<file path="src/rtl/pci_par_pkg.sv">
package pci_par_pkg;

    typedef enum logic [1:0] {
        PH_NONE = 2'd0,
        PH_ADDR = 2'd1,
        PH_DATA = 2'd2
    } rcv_kind_t;

    typedef struct packed {
        logic par;
        logic oe;
    } gen_st_t;

    typedef struct packed {
        rcv_kind_t kind;
        logic      exp_par;
        logic      det;
        logic      perr_n;
    } chk_st_t;

endpackage

</file>
<file path="src/rtl/pci_par_tree.sv">
module pci_par_tree #(
    parameter int W = 36
) (
    input  logic [W-1:0] bits_i,
    output logic         par_o
);
    localparam int LV = (W > 1) ? $clog2(W) : 1;
    localparam int NP = 1 << LV;

    // heap layout: node 0 is the root, leaves start at NP-1
    logic [2*NP-2:0] node;

    for (genvar i = 0; i < NP; i++) begin : g_leaf
        if (i < W) begin : g_used
            assign node[NP-1+i] = bits_i[i];
        end else begin : g_pad
            assign node[NP-1+i] = 1'b0;
        end
    end

    for (genvar i = 0; i < NP-1; i++) begin : g_node
        assign node[i] = node[2*i+1] ^ node[2*i+2];
    end

    assign par_o = node[0];

endmodule

</file>
<file path="src/rtl/pci_par_gen.sv">
module pci_par_gen
    import pci_par_pkg::*;
(
    input  logic clk,
    input  logic rst_n,
    input  logic src_valid_i,
    input  logic par_calc_i,
    output logic par_o,
    output logic par_oe_o
);
    gen_st_t d, q;

    always_comb begin
        d     = q;
        d.oe  = src_valid_i;
        d.par = src_valid_i ? par_calc_i : 1'b0;
    end

    always_ff @(posedge clk or negedge rst_n) begin
        if (!rst_n) q <= '0;
        else        q <= d;
    end

    assign par_o    = q.par;
    assign par_oe_o = q.oe;

    // no sourced phase leaves the parity pin undriven and low
    a_r3_quiet_when_idle: assert property (@(posedge clk) disable iff (!rst_n)
        !src_valid_i |=> (!par_oe_o && !par_o));

endmodule

</file>
<file path="src/rtl/pci_par_chk.sv">
module pci_par_chk
    import pci_par_pkg::*;
(
    input  logic clk,
    input  logic rst_n,
    input  logic rcv_addr_i,
    input  logic rcv_data_i,
    input  logic par_calc_i,
    input  logic par_i,
    input  logic resp_en_i,
    input  logic stat_clr_i,
    output logic det_o,
    output logic perr_n_o
);
    chk_st_t d, q;
    logic    mismatch;

    always_comb begin
        mismatch  = (q.kind != PH_NONE) && (q.exp_par != par_i);
        d         = q;
        d.exp_par = par_calc_i;
        if (rcv_data_i)      d.kind = PH_DATA;
        else if (rcv_addr_i) d.kind = PH_ADDR;
        else                 d.kind = PH_NONE;
        d.perr_n  = !(mismatch && (q.kind == PH_DATA) && resp_en_i);
        if (mismatch)        d.det = 1'b1;
        else if (stat_clr_i) d.det = 1'b0;
    end

    always_ff @(posedge clk or negedge rst_n) begin
        if (!rst_n) begin
            q        <= '0;
            q.perr_n <= 1'b1;
        end else begin
            q <= d;
        end
    end

    assign det_o    = q.det;
    assign perr_n_o = q.perr_n;

    // status holds without a clear
    a_r8_sticky: assert property (@(posedge clk) disable iff (!rst_n)
        (det_o && !stat_clr_i) |=> det_o);

    // clear with no concurrent error empties the status
    a_r8_clear: assert property (@(posedge clk) disable iff (!rst_n)
        (stat_clr_i && !mismatch) |=> !det_o);

    // the strobe never fires without the status bit
    a_r5_perr_implies_det: assert property (@(posedge clk) disable iff (!rst_n)
        !perr_n_o |-> det_o);

endmodule

</file>
<file path="src/rtl/pci_parity_unit.sv">
module pci_parity_unit #(
    parameter int AD_W  = 32,
    parameter int CBE_W = 4
) (
    input  logic             clk,
    input  logic             rst_n,
    input  logic [AD_W-1:0]  ad_i,
    input  logic [CBE_W-1:0] cbe_i,
    input  logic             src_valid_i,
    input  logic             rcv_addr_i,
    input  logic             rcv_data_i,
    input  logic             par_i,
    input  logic             perr_resp_en_i,
    input  logic             stat_clr_i,
    output logic             par_o,
    output logic             par_oe_o,
    output logic             perr_n_o,
    output logic             det_perr_o
);
    localparam int BUS_W = AD_W + CBE_W;

    logic [BUS_W-1:0] bus_bits;
    logic             par_calc;

    assign bus_bits = {cbe_i, ad_i};

    pci_par_tree #(.W(BUS_W)) u_tree (
        .bits_i (bus_bits),
        .par_o  (par_calc)
    );

    pci_par_gen u_gen (
        .clk         (clk),
        .rst_n       (rst_n),
        .src_valid_i (src_valid_i),
        .par_calc_i  (par_calc),
        .par_o       (par_o),
        .par_oe_o    (par_oe_o)
    );

    pci_par_chk u_chk (
        .clk        (clk),
        .rst_n      (rst_n),
        .rcv_addr_i (rcv_addr_i),
        .rcv_data_i (rcv_data_i),
        .par_calc_i (par_calc),
        .par_i      (par_i),
        .resp_en_i  (perr_resp_en_i),
        .stat_clr_i (stat_clr_i),
        .det_o      (det_perr_o),
        .perr_n_o   (perr_n_o)
    );

    // driven parity makes the sourced phase even
    a_r2_even_parity: assert property (@(posedge clk) disable iff (!rst_n)
        src_valid_i |=> (par_oe_o && ((^$past(bus_bits)) == par_o)));

    // an address phase alone never drives the strobe two edges on
    a_r7_addr_no_perr: assert property (@(posedge clk) disable iff (!rst_n)
        (rcv_addr_i && !rcv_data_i) |=> ##1 perr_n_o);

endmodule

</file>
<file path="config.mk">
export PLATFORM = sky130hd
export DESIGN_NAME = pci_parity_unit
export DESIGN_NICKNAME = d
export VERILOG_FILES = /design/src/rtl/pci_par_pkg.sv /design/src/rtl/pci_par_tree.sv /design/src/rtl/pci_par_gen.sv /design/src/rtl/pci_par_chk.sv /design/src/rtl/pci_parity_unit.sv
export SDC_FILE = /design/constraint.sdc
export NUM_CORES = 1
export LEC_CHECK = 0
export ABC_AREA = 1
export CORE_UTILIZATION = 35
export CTS_CLUSTER_DIAMETER = 100
export CTS_CLUSTER_SIZE = 14
export DETAILED_ROUTE_END_ITERATION = 10
export DONT_BUFFER_PORTS = 1
export PLACE_DENSITY_LB_ADDON = 0.3
export SLEW_MARGIN = 5
export SYNTH_ARGS = -nofsm -noshare
export SYNTH_HDL_FRONTEND = slang
export SYNTH_SLANG_ARGS = --single-unit
</file>
<file path="constraint.sdc">
create_clock -name clk -period 1.28 [get_ports clk]
set_input_delay 0.192 -clock clk [delete_from_list [all_inputs] [get_ports clk]]
set_output_delay 0.192 -clock clk [all_outputs]
set_load 0.01 [all_outputs]
</file>
# --- Word-level counts from Yosys, hierarchy flattened ---
# Index checks and enable logic that the tools add are counted.
classes:
  eq_ne: 2
  bitwise: 35
  mux: 5
  n_reduce_logical: 6
ops:
  columns: ["cell", "n"]
  rows:
  - ["XOR 1 bit", 35]
  - ["two-way mux 1 bit", 4]
  - ["nonzero test 2 bit", 2]
  - ["logical AND 1 bit", 3]
  - ["== test 2 bit, second input constant", 1]
  - ["two-way mux 2 bit", 1]
  - ["zero test 1 bit", 1]
  - ["inequality test 1 bit", 1]
totals:
  register_bits: 7
  word_cells: 54
  output_inout_bits: 4

# --- Logic depth before layout (Yosys ltp) ---
# Gate-level depths: netlist (run 1).
depth:
  word_depth: 7
  depth_mapped: 13
  depth_no_buf: 13

# --- Cells and area by module ---
# From an unflattened synthesis (run 1), not the netlist that was laid out.
hier_totals:
  hier_cells: 201
  area_unflattened_um2: 1001.0
modules_own_cells:
  columns: ["module", "n_inst", "area_per_inst_um2", "seq_area_each_um2", "cells_each"]
  rows:
  - ["pci_par_tree", 1, 749.5, 0.0, 177]
  - ["pci_par_chk", 1, 193.9, 126.4, 20]
  - ["pci_par_gen", 1, 57.6, 50.0, 4]

# --- Worst setup path after synthesis (run 1) ---
# Ideal clock, no wire load.
synth_path:
  path_type: "input to register"
  start: "input port cbe_i[1]"
  end: "register u_gen.q, in the netlist u_gen.par_o"
  arrival_ns: 0.948
  path_stages: 10
  setup_slack_ns: 0.215
  path_buffers: 0
  setup_ns: 0.117
  cell_sequence: "xnor2_1 -> inv_1 -> nand2_1 -> nand2_1 -> nand3_2 -> nand2_1 -> nand2_2 -> nand2_1 -> nand2_2 -> a21oi_2"
synth_rtl:
  columns: ["element", "line", "text"]
  rows:
  - ["start: declaration", "pci_parity_unit.sv:8", "input logic [CBE_W-1:0] cbe_i,"]
  - ["end signal: assignment", "pci_par_gen.sv:20", "if (!rst_n) q <= '0;"]
  - ["end signal: assignment", "pci_par_gen.sv:21", "else q <= d;"]
  - ["end: declaration", "pci_par_gen.sv:11", "gen_st_t d, q;"]

# --- Final worst setup path (run 1) ---
layout_path:
  start: "register u_chk.q, in the netlist u_chk.perr_n_o"
  end: "output port perr_n_o"
layout_rtl:
  columns: ["element", "line", "text"]
  rows:
  - ["start: declaration", "pci_par_chk.sv:15", "chk_st_t d, q;"]
  - ["end: declaration", "pci_parity_unit.sv:17", "output logic perr_n_o,"]
# No word-level cell between the ends.

==> results of run 1 <==
==> per-layer routing <==
layer	up-vias	global-route usage, %
met5	-	0
met4	0	4.18
met3	0	1.15
met2	27	18.5
met1	393	14.9
li1	595	-
==> through the flow <==
stage / utilization [%] / cell area (um^2) / setup WS [ns] / hold slack [ns]
6_report: 40.8 / 1130 / 0.306 / 0.0373
5_1_grt: 40.8 / 1130 / 0.258 / 0.0263
4_1_cts: 40.8 / 1130 / 0.293 / 0.0299
3_5_place_dp: 38.7 / 1080 / 0.107 / -0.103
3_3_place_gp: 38.7 / 1080 / 0.134 / -0.103
2_1_floorplan: - / 1040 / 0.215 / -0.104
==> sequential cells by signal (all words and copies together) (netlist names) <==
signal	count
u_chk.perr_n_o	1
u_chk.q	3
u_chk.det_o	1
u_gen.par_o	1
u_gen.par_oe_o	1
==> logic make-up after synthesis <==
group / synth area share, %
AO/OA/AOI/OAI: 1.81
XOR/XNOR: 13.5
flip-flops: 17.0
buffers and inverters: 11.6
AND/OR/NAND/NOR: 56.1
==> placed cells by master, fill, tap and decap left out <==
cell type	Yosys	layout
sky130_fd_sc_hd__a21oi_2	1	1
sky130_fd_sc_hd__clkbuf_1	0	1
sky130_fd_sc_hd__clkbuf_4	0	3
sky130_fd_sc_hd__dfrtp_1	6	6
sky130_fd_sc_hd__dfstp_2	1	1
sky130_fd_sc_hd__dlygate4sd3_1	0	3
sky130_fd_sc_hd__inv_1	30	30
sky130_fd_sc_hd__inv_2	2	2
sky130_fd_sc_hd__nand2_1	130	130
sky130_fd_sc_hd__nand2_2	4	4
sky130_fd_sc_hd__nand3_1	1	1
sky130_fd_sc_hd__nand3_2	3	3
sky130_fd_sc_hd__nand3_4	1	1
sky130_fd_sc_hd__nand4_1	1	1
sky130_fd_sc_hd__nor2_1	3	3
sky130_fd_sc_hd__o21ai_0	2	2
sky130_fd_sc_hd__xnor2_1	8	8
sky130_fd_sc_hd__xor2_1	8	8
==> where the power goes <==
part	total, W	internal (W)	switching (W)	leakage, nW
Sequential	0.000300	0.000268	0.0000320	0.0835
Combinational	0.000405	0.000167	0.000238	0.639
Clock	0.000193	0.000119	0.0000748	0.0150
==> area by class of cell <==
type	count	area share, %
tap	31	3.42
multi-input combinational	162	65.5
inverter	32	10.6
sequential	7	15.6
timing repair buffer	3	2.65
clock buffer	4	2.32
==> worst paths after layout <==
| kind | to | slack, ns |
|---|---|---|
| worst min-delay path | u_chk.perr_n_o | 0.04 |
| worst max-delay path | perr_n_o | 0.31 |
| worst min register to register | u_chk.perr_n_o | 0.46 |
| max in group asynchronous | u_chk.perr_n_o | 0.73 |
| worst max register to register | u_chk.det_o | 0.49 |
| min in group asynchronous | u_gen.par_oe_o | 0.27 |
==> impl_metrics.sql, run 1 <==
INSERT INTO impl_metrics (metric_group, metric, value, unit) VALUES
('run_status', 'result_of_the_run', 'finished, final reports clean', ''),
('sta', 'report.final.slew_viol_count', '0', ''),
('sta', 'max_slew_margin', '79.5', '%'),
('logic_synthesis', 'synthCells', '201', ''),
('global_routing', 'largest_net_degree_at_the_start_of_global_routing', '8', ''),
('clock_network', 'clk_root_buffer_cell', 'sky130_fd_sc_hd__clkbuf_4', ''),
('floorplan', 'start_util', '37.3', '%'),
('cells_and_area', 'layout.cells.non_filler', '239', ''),
('clock_network', 'cts_tree', 'built', ''),
('critical_path', 'rr_worst_depth', '3', ''),
('critical_path', 'arrival', '0.78', 'ns'),
('logic_synthesis', 'synth_area', '1040', 'um^2'),
('logic_synthesis', 'most_instantiated_library_cell_after_synthesis', 'sky130_fd_sc_hd__nand2_1', ''),
('logic_synthesis', 'synth.top_cells.by_area', 'sky130_fd_sc_hd__nand2_1 (47%), sky130_fd_sc_hd__dfrtp_1 (14%), sky130_fd_sc_hd__inv_1 (11%), sky130_fd_sc_hd__xnor2_1 (6.7%), sky130_fd_sc_hd__xor2_1 (6.7%)', ''),
('logic_synthesis', 'netlist.area_leader.share', '47.0', '%'),
('logic_synthesis', 'syn-num-nets', '245', ''),
('clock_network', 'ctsLongestPathBuffers', '2', ''),
('min_path', 'hold_path_startpoint', 'perr_resp_en_i', ''),
('run', 'drv.max_cap_violation_count', '0', ''),
('cells_and_area', 'multi_input_comb_area', '742', 'um^2'),
('clock_network', 'cts.repair.resized', '0', ''),
('logic_synthesis', 'post_synth.cell_area_avg', '5.17', 'um^2'),
('critical_path', 'critPathLaunch', 'u_chk.perr_n_o', ''),
('routing', 'drcViolationCount', '0', ''),
('routing', 'drt_pre_antenna_iters', '4', ''),
('clock_network', 'post_cts_setup_buffer_count', '0', ''),
('floorplan', 'io-pin-count', '48', ''),
('critical_path', 'crit_fanout', '1', ''),
('critical_path', 'worstSetupPathType', 'flip-flop to output port', ''),
('clock_network', 'cts-htree-levels', '1', ''),
('routing', 'wl', '1650', 'um'),
('critical_path', 'crit_path_start_kind', 'flip-flop', ''),
('cells_and_area', 'antenna_cells_inserted', '0', ''),
('routing', 'detail_route.wirelength.met1', '819', 'um'),
('floorplan', 'dieArea', '3190', 'um^2'),
('logic_synthesis', 'ys_seq_area_share', '17.0', '%'),
('sta', 'final.setup.tns', '0', 'ns'),
('clock_network', 'cts.reportedPaths.clkPinSlew', '0.05', 'ns'),
('global_routing', 'grt_pass1_vias', '868', ''),
('logic_synthesis', 'synthesized_flop_and_latch_total', '7', ''),
('logic_synthesis', 'synth_warnings', '0', ''),
('placement', 'post-place-cells', '232', ''),
('placement', 'routabilityCongestion', '0.657', ''),
('clock_network', 'clock_insertion_delay_worst_skew', '0.24', 'ns'),
('sta', 'highest_clock_rate', '1030', 'MHz'),
('routing', 'dr_vias_cell', '4.25', ''),
('min_path', 'hold_depth', '1', ''),
('critical_path', 'cp_data_required_time', '1.09', 'ns'),
('cells_and_area', 'final_nets', '253', ''),
('power_and_ir_drop', 'static_leakage_power', '0.737', 'nW'),
('global_routing', 'grt_remaining_overflow', '0', ''),
('routing', 'met3_wirelength', '91', 'um'),
('cells_and_area', 'fraction_of_final_layout_cells_with_drive_strength_greater_than_1', '7.21', '%'),
('logic_synthesis', 'synth_async_sr_flop_share', '100', '%'),
('clock_network', 'hold_buffers', '3', ''),
('sta', 'min_period_over_period', '76.1', '%'),
('floorplan', 'design.core.area', '2780', 'um^2'),
('global_routing', 'track_usage', '11.2', '%'),
('cells_and_area', 'seqCellArea', '176', 'um^2'),
('routing', 'detailroute.via_count', '1015', ''),
('clock_network', 'cts_buffers', '3', ''),
('routing', 'routedWlPerCell', '6.91', 'um'),
('logic_synthesis', 'synth-edff-count', '0', ''),
('placement', 'buffer_ports.inserted', '0', ''),
('floorplan', 'floorplan.rows', '19', ''),
('routing', 'topRoutingLayerUsed', 'met3', ''),
('cells_and_area', 'fillers', '307', ''),
('sta', 'layout_min_cycle_time', '0.974', 'ns'),
('global_routing', 'initial_antenna_violation_count', '0', ''),
('critical_path', 'critical_path.reg2reg.startpoint', 'u_chk.q[2]', ''),
('min_path', 'min_delay_worst_type', 'input pin to flip-flop', '');
Power figures use the tool's default switching activity.
==> inputs of run 2 (changes only) <==
--- a/config.mk
+++ b/config.mk
@@ -5,7 +5,7 @@
 export SDC_FILE = /design/constraint.sdc
 export NUM_CORES = 1
 export LEC_CHECK = 0
-export ABC_AREA = 1
+export ABC_AREA = 0
 export CORE_UTILIZATION = 35
 export CTS_CLUSTER_DIAMETER = 100
 export CTS_CLUSTER_SIZE = 14
==> constraint.sdc (replaced) <==
create_clock -name clk -period 1 [get_ports clk]
set_input_delay 0.15 -clock clk [delete_from_list [all_inputs] [get_ports clk]]
set_output_delay 0.15 -clock clk [all_outputs]
set_load 0.01 [all_outputs]
==> run 2 against run 1 <==
The run now ends with negative setup slack left. Hold slack lost 0.032 ns. Utilization up 10 points. Area after synthesis down 47%. Final cell count decreased by 70%. Register-to-register slack worse by 0.29 ns. Sequential power increased by 37%. Critical path type is now input pin to flip-flop. Highest routed layer unchanged.
==> impl_metrics.sql, run 2 <==
INSERT INTO impl_metrics (metric_group, metric, value, unit) VALUES
('floorplan', 'dieWidth', '41.7', 'um'),
('placement', 'placed_cell_area', '577', 'um^2'),
('power_and_ir_drop', 'power_frac_seq', '33.0', '%'),
('critical_path', 'reg2reg_slack', '0.20', 'ns'),
('logic_synthesis', 'synth_warnings', '0', ''),
('cells_and_area', 'layout_common_cells', 'sky130_fd_sc_hd__xnor2_1 (21), sky130_fd_sc_hd__xnor2_2 (6), sky130_fd_sc_hd__dfrtp_1 (6)', ''),
('run_status', 'result_of_the_run', 'complete, but fails checks', ''),
('clock_network', 'cts_buffers', '3', ''),
('sta', 'highest_clock_rate', '902', 'MHz'),
('global_routing', 'initial_antenna_violation_count', '0', ''),
('routing', 'wl', '778', 'um'),
('critical_path', 'critPathLaunch', 'ad_i[26]', ''),
('routing', 'detailroute.via_count', '342', ''),
('routing', 'drcViolationCount', '0', ''),
('critical_path', 'critical_path.endpoint', 'u_gen.par_o', ''),
('critical_path', 'crit_path_start_kind', 'input pin', ''),
('global_routing', 'track_usage', '9.27', '%'),
('routing', 'dr_vias_cell', '4.82', ''),
('placement', 'place_worst_setup_slack', '-0.350', 'ns'),
('cells_and_area', 'fillers', '129', ''),
('critical_path', 'timing.rr.end', 'u_chk.det_o', ''),
('logic_synthesis', 'synth.top_cells.by_area', 'sky130_fd_sc_hd__xnor2_1 (45%), sky130_fd_sc_hd__dfrtp_1 (27%), sky130_fd_sc_hd__xnor3_1 (8.2%), sky130_fd_sc_hd__xor2_1 (6.4%), sky130_fd_sc_hd__dfstp_2 (4.8%)', ''),
('floorplan', 'io-pin-count', '48', ''),
('power_and_ir_drop', 'power_per_cell_area', '1760', 'nW/um^2'),
('floorplan', 'die_y_extent', '41.7', 'um'),
('cells_and_area', 'fraction_of_final_layout_cells_with_drive_strength_greater_than_1', '21.4', '%'),
('logic_synthesis', 'synthCells', '49', ''),
('critical_path', 'critical_path_endpoint_category', 'flip-flop', ''),
('power_and_ir_drop', 'swShare', '28.0', '%'),
('cells_and_area', 'area_growth', '28.6', '%'),
('logic_synthesis', 'synth-edff-count', '0', ''),
('power_and_ir_drop', 'static_leakage_power', '0.282', 'nW'),
('sta', 'hold_violations', '0', ''),
('critical_path', 'rr_worst_depth', '3', ''),
('power_and_ir_drop', 'p_int', '0.000897', 'W'),
('clock_network', 'post_cts_setup_buffer_count', '0', ''),
('floorplan', 'floorplan.rows', '13', ''),
('critical_path', 'critical_path.reg2reg.startpoint', 'u_chk.q[2]', ''),
('clock_network', 'numClockSinks', '7', ''),
('min_path', 'min_delay_worst_type', 'input pin to flip-flop', ''),
('routing', 'detail_route.wirelength.met1', '252', 'um'),
('global_routing', 'grt_remaining_overflow', '0', ''),
('logic_synthesis', 'ys_seq_area_share', '32.0', '%'),
('logic_synthesis', 'synth-main-ff-cell', 'sky130_fd_sc_hd__dfrtp_1', ''),
('critical_path', 'arrival', '1.26', 'ns'),
('logic_synthesis', 'synth_area', '551', 'um^2'),
('sta', 'max_slew_margin', '80.0', '%'),
('min_path', 'hold_depth', '1', ''),
('routing', 'routedWlPerCell', '11.0', 'um'),
('clock_network', 'ctsLongestPathBuffers', '2', ''),
('floorplan', 'dieArea', '1740', 'um^2'),
('cells_and_area', 'antenna_cells_inserted', '0', ''),
('power_and_ir_drop', 'power.switching', '0.000349', 'W'),
('routing', 'topRoutingLayerUsed', 'met3', ''),
('cells_and_area', 'final_nets', '101', ''),
('global_routing', 'grt_first_pass_wirelength', '1200', 'um'),
('sta', 'finalClockSkew', '0.00239', 'ns'),
('global_routing', 'largest_net_degree_at_the_start_of_global_routing', '8', ''),
('logic_synthesis', 'synth_cell_type_count', '12', ''),
('sta', 'final_setup_violation_count', '2', ''),
('power_and_ir_drop', 'power_frac_comb', '47.6', '%'),
('cells_and_area', 'postLayoutCoreUtil', '51.2', '%'),
('logic_synthesis', 'synthesized_flop_and_latch_total', '7', ''),
('clock_network', 'cts-htree-levels', '1', ''),
('clock_network', 'clk_root_buffer_cell', 'sky130_fd_sc_hd__clkbuf_4', ''),
('power_and_ir_drop', 'pwr-share-clk', '19.4', '%'),
('placement', 'place.detailed.hpwl', '672', 'um'),
('logic_synthesis', 'netlist.area_leader.share', '44.5', '%'),
('critical_path', 'crit_fanout', '2', ''),
('sta', 'grt_setup_unrepaired', 'yes', ''),
('routing', 'wire_length_on_met2', '439', 'um'),
('logic_synthesis', 'yosys.area.top_type', 'sky130_fd_sc_hd__xnor2_1', ''),
('clock_network', 'clock_insertion_delay_worst_skew', '0.24', 'ns'),
('logic_synthesis', 'most_instantiated_library_cell_after_synthesis', 'sky130_fd_sc_hd__xnor2_1', ''),
('sta', 'final_critical_path_setup_slack', '-0.109', 'ns'),
('global_routing', 'grt_pass1_vias', '312', ''),
('sta', 'report.final.slew_viol_count', '0', ''),
('run_status', 'violations', 'negative setup slack', ''),
('logic_synthesis', 'synth_async_sr_flop_share', '100', '%'),
('placement', 'routabilityCongestion', '0.683', ''),
('critical_path', 'cp_data_required_time', '1.16', 'ns'),
('logic_synthesis', 'synthTopCellsByCount', 'sky130_fd_sc_hd__xnor2_1 (28), sky130_fd_sc_hd__dfrtp_1 (6), sky130_fd_sc_hd__xor2_1 (4)', ''),
('routing', 'first_iter_violations', '0', ''),
('logic_synthesis', 'post_synth.cell_area_avg', '11.2', 'um^2'),
('cells_and_area', 'largest_register', 'u_chk.q', ''),
('run', 'drv.max_cap_violation_count', '0', ''),
('cells_and_area', 'number_of_flip_flops_in_the_largest_register', '3', ''),
('critical_path', 'worstSetupPathType', 'input pin to flip-flop', ''),
('floorplan', 'start_util', '39.8', '%'),
('routing', 'ant_nets', '0', ''),
('sta', 'worst_slew_pin_slew', '0.299', 'ns'),
('clock_network', 'cts.reportedPaths.clkPinSlew', '0.05', 'ns'),
('cells_and_area', 'post-route-cell-area', '708', 'um^2'),
('power_and_ir_drop', 'worst_ir_drop_vdd', '0.724', 'mV'),
('routing', 'met3_wirelength', '86', 'um'),
('floorplan', 'design.core.area', '1380', 'um^2'),
('clock_network', 'cts_tree', 'built', ''),
('cells_and_area', 'layout.cells.most_common', 'sky130_fd_sc_hd__xnor2_1', ''),
('sta', 'min_period_over_period', '111', '%'),
('routing', 'drt_pre_antenna_iters', '1', ''),
('placement', 'buffer_ports.inserted', '0', ''),
('logic_synthesis', 'syn-num-nets', '93', ''),
('sta', 'layout_min_cycle_time', '1.11', 'ns');
run 2: final cells by class:
type	count	area, um^2	share of cell area, %
Timing Repair Buffer	3	30.0	4.24
Tap cell	15	18.8	2.65
Sequential cell	7	176	24.9
Clock buffer	4	26.3	3.71
Multi-Input combinational cell	41	453	64.0
Inverter	1	3.75	0.530
run 2: cells by family (layout without fill, tap and decap cells):
family | Yosys count | in the layout | share of synthesized area [%]
buffers and inverters | 1 | 8 | 0.681
muxes | 1 | 1 | 1.82
AOI/OAI and AO/OA | 2 | 2 | 1.82
DFF | 7 | 7 | 32.0
xor gates and xnor gates | 34 | 34 | 59.1
and+or+nand+nor | 4 | 4 | 4.55
run 2: worst min-delay path by stage:
stage / to / slack [ns] / start
after floorplan: u_chk.det_o / -0.15 / rst_n
after global placement: u_chk.det_o / -0.15 / rst_n
after detailed placement: u_chk.det_o / -0.15 / rst_n
after CTS: u_chk.perr_n_o / 0.002 / perr_resp_en_i
after global routing: u_chk.perr_n_o / 0.01 / perr_resp_en_i
final: u_chk.perr_n_o / 0.005 / perr_resp_en_i
run 2: metrics by stage:
step | hold WS (ns) | TNS [ns] | instances | power [W]
global placement | -0.145 | -0.646 | 64 | 0.000962
floorplan | -0.146 | -0.566 | 49 | 0.000918
detailed placement | -0.145 | -0.687 | 64 | 0.000970
finish | 0.00509 | -0.202 | 71 | 0.00125
global route | 0.0140 | -0.329 | 71 | 0.00134
CTS | 0.00230 | -0.172 | 71 | 0.00124
run 2: what timing repair did:
action	CTS	global route
hold buffers	3	0
endpoints found under the hold margin	10	0
setup endpoints to repair	2	2
resized for setup	2	7
pin swaps	1	5
run 2: power by group through the flow:
| stage | clock (W) | sequential (W) | combinational, W |
|---|---|---|---|
| final | 0.000242 | 0.000411 | 0.000593 |
| after CTS | 0.000255 | 0.000413 | 0.000574 |
| after global placement | 0 | 0.000416 | 0.000546 |
| after floorplan | 0 | 0.000412 | 0.000506 |
| after detailed placement | 0 | 0.000417 | 0.000552 |
| after global routing | 0.000270 | 0.000418 | 0.000656 |
run 2: critical path, cell delays in order:
cell and delay, ns:
sky130_fd_sc_hd__xor2_4 0.16, sky130_fd_sc_hd__xnor2_2 0.13, sky130_fd_sc_hd__xnor2_1 0.17, sky130_fd_sc_hd__xnor3_1 0.47
sky130_fd_sc_hd__mux2i_1 0.19
run 2: routing by layer:
layer  vias to the layer above  global-route usage [%]
met3                         0                    3.04
met1                       153                    8.77
met4                         0                    7.74
met5                         -                       0
met2                        22                    15.9
li1                        167                       -
